===== src/rtl/cardclk_pkg.sv =====
package cardclk_pkg;

    typedef enum logic [1:0] {
        MODE_STOP = 2'd0,
        MODE_LOW  = 2'd1,
        MODE_HIGH = 2'd2,
        MODE_BYP  = 2'd3
    } mode_e;

    typedef struct packed {
        logic lvl;
        logic rise;
        logic fall;
        logic en;
    } clk_out_t;

endpackage


===== src/rtl/cardclk_cfg_reg.sv =====
module cardclk_cfg_reg #(
    parameter int DIV_W    = 8,
    parameter int LOCK_CYC = 7,
    localparam int CFG_W   = DIV_W + 3,
    localparam int LOCK_W  = $clog2(LOCK_CYC + 1)
) (
    input  logic             clk_i,
    input  logic             rst_ni,
    input  logic             we_i,
    input  logic [CFG_W-1:0] wdata_i,
    output logic [CFG_W-1:0] cfg_o,
    output logic             busy_o
);

    typedef struct packed {
        logic [CFG_W-1:0]  cfg;
        logic [LOCK_W-1:0] lock;
    } st_t;

    st_t s_d, s_q;

    always_comb begin
        s_d = s_q;
        if (s_q.lock != '0) begin
            s_d.lock = s_q.lock - LOCK_W'(1);
        end else if (we_i) begin
            s_d.cfg  = wdata_i;
            s_d.lock = LOCK_W'(LOCK_CYC);
        end
    end

    always_ff @(posedge clk_i) begin
        if (!rst_ni) s_q <= '0;
        else         s_q <= s_d;
    end

    assign cfg_o  = s_q.cfg;
    assign busy_o = (s_q.lock != '0);

endmodule


===== src/rtl/cardclk_gate.sv =====
module cardclk_gate (
    input  logic en_i,
    input  logic psave_i,
    input  logic active_i,
    output logic run_o
);

    always_comb begin
        run_o = en_i && (!psave_i || active_i);
    end

endmodule


===== src/rtl/cardclk_phase.sv =====
module cardclk_phase
    import cardclk_pkg::*;
#(
    parameter int DIV_W = 8
) (
    input  logic             clk_i,
    input  logic             rst_ni,
    input  logic             run_i,
    input  logic             byp_i,
    input  logic [DIV_W-1:0] div_i,
    output clk_out_t         out_o
);

    localparam logic [DIV_W:0] RAT_OFS = (DIV_W + 1)'(2);

    typedef struct packed {
        mode_e            mode;
        logic [DIV_W-1:0] cnt;
        logic [DIV_W-1:0] act;
        clk_out_t         out;
    } st_t;

    st_t s_d, s_q;

    // last count value of the high phase: floor(R/2) - 1
    function automatic logic [DIV_W-1:0] hi_last(input logic [DIV_W-1:0] d);
        logic [DIV_W:0] r;
        r = {1'b0, d} + RAT_OFS;
        return DIV_W'((r >> 1) - (DIV_W + 1)'(1));
    endfunction

    // last count value of the low phase: R - floor(R/2) - 1
    function automatic logic [DIV_W-1:0] lo_last(input logic [DIV_W-1:0] d);
        logic [DIV_W:0] r;
        r = {1'b0, d} + RAT_OFS;
        return DIV_W'(r - (r >> 1) - (DIV_W + 1)'(1));
    endfunction

    localparam clk_out_t OUT_BYP = '{lvl: 1'b1, rise: 1'b1, fall: 1'b1, en: 1'b1};

    always_comb begin
        s_d          = s_q;
        s_d.out.rise = 1'b0;
        s_d.out.fall = 1'b0;
        s_d.out.en   = 1'b0;
        unique case (s_q.mode)
            MODE_STOP: begin
                s_d.out.lvl = 1'b0;
                if (run_i) begin
                    if (byp_i) begin
                        s_d.mode = MODE_BYP;
                        s_d.out  = OUT_BYP;
                    end else begin
                        s_d.mode = MODE_LOW;
                        s_d.act  = div_i;
                        s_d.cnt  = lo_last(div_i);
                    end
                end
            end
            MODE_LOW: begin
                if (s_q.cnt != '0) begin
                    s_d.cnt = s_q.cnt - DIV_W'(1);
                end else if (!run_i) begin
                    s_d.mode    = MODE_STOP;
                    s_d.out.lvl = 1'b0;
                end else if (byp_i) begin
                    s_d.mode = MODE_BYP;
                    s_d.out  = OUT_BYP;
                end else begin
                    s_d.mode     = MODE_HIGH;
                    s_d.act      = div_i;
                    s_d.cnt      = hi_last(div_i);
                    s_d.out.lvl  = 1'b1;
                    s_d.out.rise = 1'b1;
                    s_d.out.en   = 1'b1;
                end
            end
            MODE_HIGH: begin
                if (s_q.cnt != '0) begin
                    s_d.cnt = s_q.cnt - DIV_W'(1);
                end else begin
                    s_d.mode     = MODE_LOW;
                    s_d.cnt      = lo_last(s_q.act);
                    s_d.out.lvl  = 1'b0;
                    s_d.out.fall = 1'b1;
                end
            end
            MODE_BYP: begin
                if (!run_i) begin
                    s_d.mode    = MODE_STOP;
                    s_d.out.lvl = 1'b0;
                end else if (byp_i) begin
                    s_d.out = OUT_BYP;
                end else begin
                    s_d.mode    = MODE_LOW;
                    s_d.act     = div_i;
                    s_d.cnt     = lo_last(div_i);
                    s_d.out.lvl = 1'b0;
                end
            end
            default: s_d.mode = MODE_STOP;
        endcase
    end

    always_ff @(posedge clk_i) begin
        if (!rst_ni) s_q <= '0;
        else         s_q <= s_d;
    end

    assign out_o = s_q.out;

endmodule


===== src/rtl/cardclk_gen.sv =====
module cardclk_gen
    import cardclk_pkg::*;
#(
    parameter int DIV_W    = 8,
    parameter int LOCK_CYC = 7,
    localparam int CFG_W   = DIV_W + 3
) (
    input  logic             clk_i,
    input  logic             rst_ni,
    input  logic             cfg_we_i,
    input  logic [CFG_W-1:0] cfg_wdata_i,
    output logic [CFG_W-1:0] cfg_rdata_o,
    output logic             cfg_busy_o,
    input  logic             bus_active_i,
    output logic             cclk_o,
    output logic             cclk_en_o,
    output logic             cclk_rise_o,
    output logic             cclk_fall_o
);

    localparam int BIT_EN  = DIV_W;
    localparam int BIT_PS  = DIV_W + 1;
    localparam int BIT_BYP = DIV_W + 2;

    logic [CFG_W-1:0] cfg;
    logic             run;
    clk_out_t         cout;

    cardclk_cfg_reg #(.DIV_W(DIV_W), .LOCK_CYC(LOCK_CYC)) cfg_i (
        .clk_i   (clk_i),
        .rst_ni  (rst_ni),
        .we_i    (cfg_we_i),
        .wdata_i (cfg_wdata_i),
        .cfg_o   (cfg),
        .busy_o  (cfg_busy_o)
    );

    cardclk_gate gate_i (
        .en_i     (cfg[BIT_EN]),
        .psave_i  (cfg[BIT_PS]),
        .active_i (bus_active_i),
        .run_o    (run)
    );

    cardclk_phase #(.DIV_W(DIV_W)) phase_i (
        .clk_i  (clk_i),
        .rst_ni (rst_ni),
        .run_i  (run),
        .byp_i  (cfg[BIT_BYP]),
        .div_i  (cfg[DIV_W-1:0]),
        .out_o  (cout)
    );

    assign cfg_rdata_o = cfg;
    assign cclk_o      = cout.lvl;
    assign cclk_en_o   = cout.en;
    assign cclk_rise_o = cout.rise;
    assign cclk_fall_o = cout.fall;

endmodule


===== config.mk =====
export PLATFORM = sky130hd
export DESIGN_NAME = cardclk_gen
export DESIGN_NICKNAME = d
export VERILOG_FILES = /design/src/rtl/cardclk_pkg.sv /design/src/rtl/cardclk_cfg_reg.sv /design/src/rtl/cardclk_gate.sv /design/src/rtl/cardclk_phase.sv /design/src/rtl/cardclk_gen.sv
export SDC_FILE = /design/constraint.sdc
export NUM_CORES = 1
export LEC_CHECK = 0
export ABC_AREA = 1
export CAP_MARGIN = 0
export CORE_MARGIN = 2
export CORE_UTILIZATION = 45
export DETAILED_ROUTE_END_ITERATION = 8
export GPL_ROUTABILITY_DRIVEN = 0
export PLACE_DENSITY_LB_ADDON = 0.08
export SETUP_SLACK_MARGIN = 0.05
export SYNTH_ARGS = -nofsm -noshare
export SYNTH_HDL_FRONTEND = slang
export SYNTH_SLANG_ARGS = --single-unit

===== constraint.sdc =====
create_clock -name clk_i -period 5 [get_ports clk_i]
set_clock_uncertainty 0.15 [all_clocks]
set_input_delay 1 -clock clk_i [delete_from_list [all_inputs] [get_ports clk_i]]
set_output_delay 1 -clock clk_i [all_outputs]
set_load 0.01 [all_outputs]

==> impl_results.md <==
- CP required: 5.01 ns
- FF-to-FF path depth: 15
- Worst reg2reg path endpoint: phase_i.s_q[19]
- Diode count: 0
- Setup tns final: 0 ns
- RSZ-0062 raised after global routing: no
- Async set-reset flop share out of synthesis: 0%
- Core Footprint: 6790 µm²
- Post-Synthesis Cell Area: 3160 µm²
- Drt via density: 5.09
- Number of global-route vias before repair: 2807
- Largest net degree at the start of global routing: 28
- CP cell instances: clkdlybuf4s50_1 -> clkinv_1 -> a2111oi_0
- Worst setup EP type: register
- Class of the worst hold path: reg2reg
- Die W: 87.8 µm
- Relative max-transition margin: 42.9%
- Post-Syn Area per Cell: 6.35 µm²
- Fin crit share: 60.2%
- Max Root-Sink Buffers: 2
- Shortest period the worst path allows: 3.01 ns
- Number of hold violations in the final report: 0
- Die height: 87.8 µm
- Crit path max fanout: 27
- Synth cell types: 42
- Worst hold endpoint: phase_i.out_o[3]
- Drt total wl: 8070 µm
- Initial antenna violation count: 0
- # setup viols final: 0
- Post-CTS Setup Bufs: 0
- Post-DRT Antenna Nets: 0
- Vias: 3103
- WS Path Type: in2reg
- Worst reg2reg startpoint: cfg_i.cfg_o[1]
- Total grt overflow: 0
- Hold path depth: 2
- Pwr Density: 665 nW/µm²
- Critical path's slowest cell: clkdlybuf4s50_1
- Clk root buf: clkbuf_8
- CTS clk-pin slew, worst paths: 0.08 ns
- Peak supply drop: 0.253 mV
- Worst-Skew Late Latency: 0.29 ns
- WP data arrival: 3.02 ns
- Dpl hpwl: 6430 µm
- # DRC: 0
- Max cap viols: 0
- Filler Cell Count: 722
- Top_reg_cell synth: dfxtp_1
- Worst-margin pin slew: 0.854 ns
- H-tree depth: 2
- First-pass GRT wire length: 13200 µm
- Number of synthesized flops with an enable pin: 0
- Net count, final: 555
- Hold-fix buffer count after cts: 0
- Critical Path Start Type: input port
- Clock sink count: 35
- Post-synthesis sequential area ratio: 22.2%
- Num ports: 31
- Total power: 0.00236 W
- TritonCTS clock tree: built
- Row cnt: 30
- Layout cells sized above 1: 6.61%
- Cts repair resizes: 0
- Buf+Inv Stages, Crit Path: 2
- Initial Utilization: 46.5%
- Yosys Warn Count: 0
- F_max: 332 MHz
- Placed Area: 3440 µm²
- Total global-route track usage: 22.0%
- Cell family with most CP delay: buffers and inverters
- Leak Pwr: 1.63 nW
- Initial drt markers: 190
- Worst reg-to-reg setup slack: 2.20 ns
- Syn nets: 540
- HP Start: phase_i.out_o[3]
- Max-slew violation count: 0
- Post-route cell area: 3550 µm²
- Status: finished clean
- CTS Buf Count: 5
- CP max stage delay: 1.03 ns
- Port bufs: 30
- Mapped Cells: 498
- Yosys reg bits: 35
- Wirelength per Cell: 13.2 µm
- Pre-antenna DRT Iters: 4
- Die area: 7710 µm²
- Synth-to-layout area growth: 12.3%
-- state kept, by name (all words and copies together) (netlist names) --
register,count
cfg_i.cfg_o,11
phase_i.out_o,3
cfg_i.s_q,3
phase_i.s_q,18
-- placed cells by master (no fill, tap or decap), drive strengths merged, types with 2 or more instances in the layout --
cell type / count
nor2: 51
nand2: 108
a21o: 2
nor3: 7
dfxtp: 35
and2: 2
a211oi: 3
ha: 27
or2: 3
o21ai: 44
clkinv: 3
xnor2: 3
nand4: 8
inv: 77
a31oi: 3
xor2: 9
o22ai: 2
nand3: 43
a21oi: 40
clkbuf: 5
clkdlybuf4s50: 30
nand3b: 2
-- kinds of logic after synthesis --
family	Yosys count	share of synthesized area, %
simple gates	224	32.6
compound gates	100	17.3
buf+inv	100	14.0
flops	35	22.2
fa+ha+maj	27	10.7
xor+xnor	12	3.32
-- synthesized netlist by cell type, types with 2 or more instances --
master,n,area [µm²]
nand3_1,41,205
nor2_1,41,154
nand3b_1,2,15.0
nor2_8,2,40.0
inv_4,2,12.5
nor3_1,7,35.0
a31oi_1,3,18.8
a21o_1,2,15.0
o21ai_2,2,17.5
xor2_1,9,78.8
nor2_4,3,33.8
nor2_2,5,31.3
inv_1,68,255
dfxtp_1,35,701
buf_2,3,15.0
ha_1,27,338
o22ai_1,2,12.5
a21oi_1,40,200
buf_4,13,97.6
xnor2_1,3,26.3
inv_2,7,26.3
a211oi_1,3,22.5
and2_1,2,12.5
nand2_1,106,398
o21ai_0,28,140
clkbuf_1,4,15.0
nand3_2,2,20.0
or2_0,2,12.5
o21ai_1,14,70.1
nand4_1,8,50.1
-- worst max-delay path by stage --
stage | startpoint | to | slack [ns] | cells past startpoint
after floorplan | cfg_i.cfg_o[1] | phase_i.s_q[19] | 2.69 | 13
after global placement | rst_ni | cfg_i.s_q[2] | 1.77 | 3
after detailed placement | rst_ni | cfg_i.s_q[2] | 1.63 | 3
after CTS | rst_ni | cfg_i.s_q[2] | 1.94 | 3
after global routing | rst_ni | cfg_i.s_q[2] | 1.77 | 3
final | rst_ni | cfg_i.s_q[2] | 1.99 | 3
-- final cells by class --
class,count,area (µm²),share of cell area (%)
flip-flops and latches,35,701,19.7
clock inverters,3,43.8,1.23
inverters,78,298,8.39
well taps,96,120,3.38
multi-input cells,363,2020,56.9
clock buffers,5,68.8,1.94
repair buffers,30,300,8.46
-- stage by stage --
step	cells	hold WS [ns]	util (%)	setup slack, ns
5_1_grt	610	0.345	52.3	1.77
4_1_cts	610	0.325	52.3	1.94
3_3_place_gp	602	0.306	50.6	1.77
6_report	610	0.320	52.3	1.99
3_5_place_dp	602	0.314	50.6	1.63
2_1_floorplan	498	0.286	-	2.69
-- metal layers --
layer,up-vias,part of all wire [%],GRT usage (%)
met1,1383,47,29.0
met4,0,1.7,6.01
li1,1642,-,-
met3,11,3.9,3.11
met5,-,0,0
met2,67,47,37.6
-- power breakdown --
group          switching, W  total, W  internal [W]
clock network      0.000108  0.000257      0.000148
logic               0.00105   0.00162      0.000573
registers          0.000116  0.000483      0.000367
-- worst reg2reg max path: stages, from the launching register on --
cell and delay [ns]:
dfxtp_1 0.48, ha_1 0.37, nand3_1 0.11, nand2_1 0.08, nand2_1 0.17, ha_1 0.35, nor2_1 0.17, inv_1 0.07
nor3_1 0.20, nand2_1 0.09, nand2_1 0.06, nand2_1 0.05, nand3_1 0.14, nand2_1 0.07, nor2_1 0.10, nor2_1 0.04
Note: power is estimated with default switching activity, not from simulation.
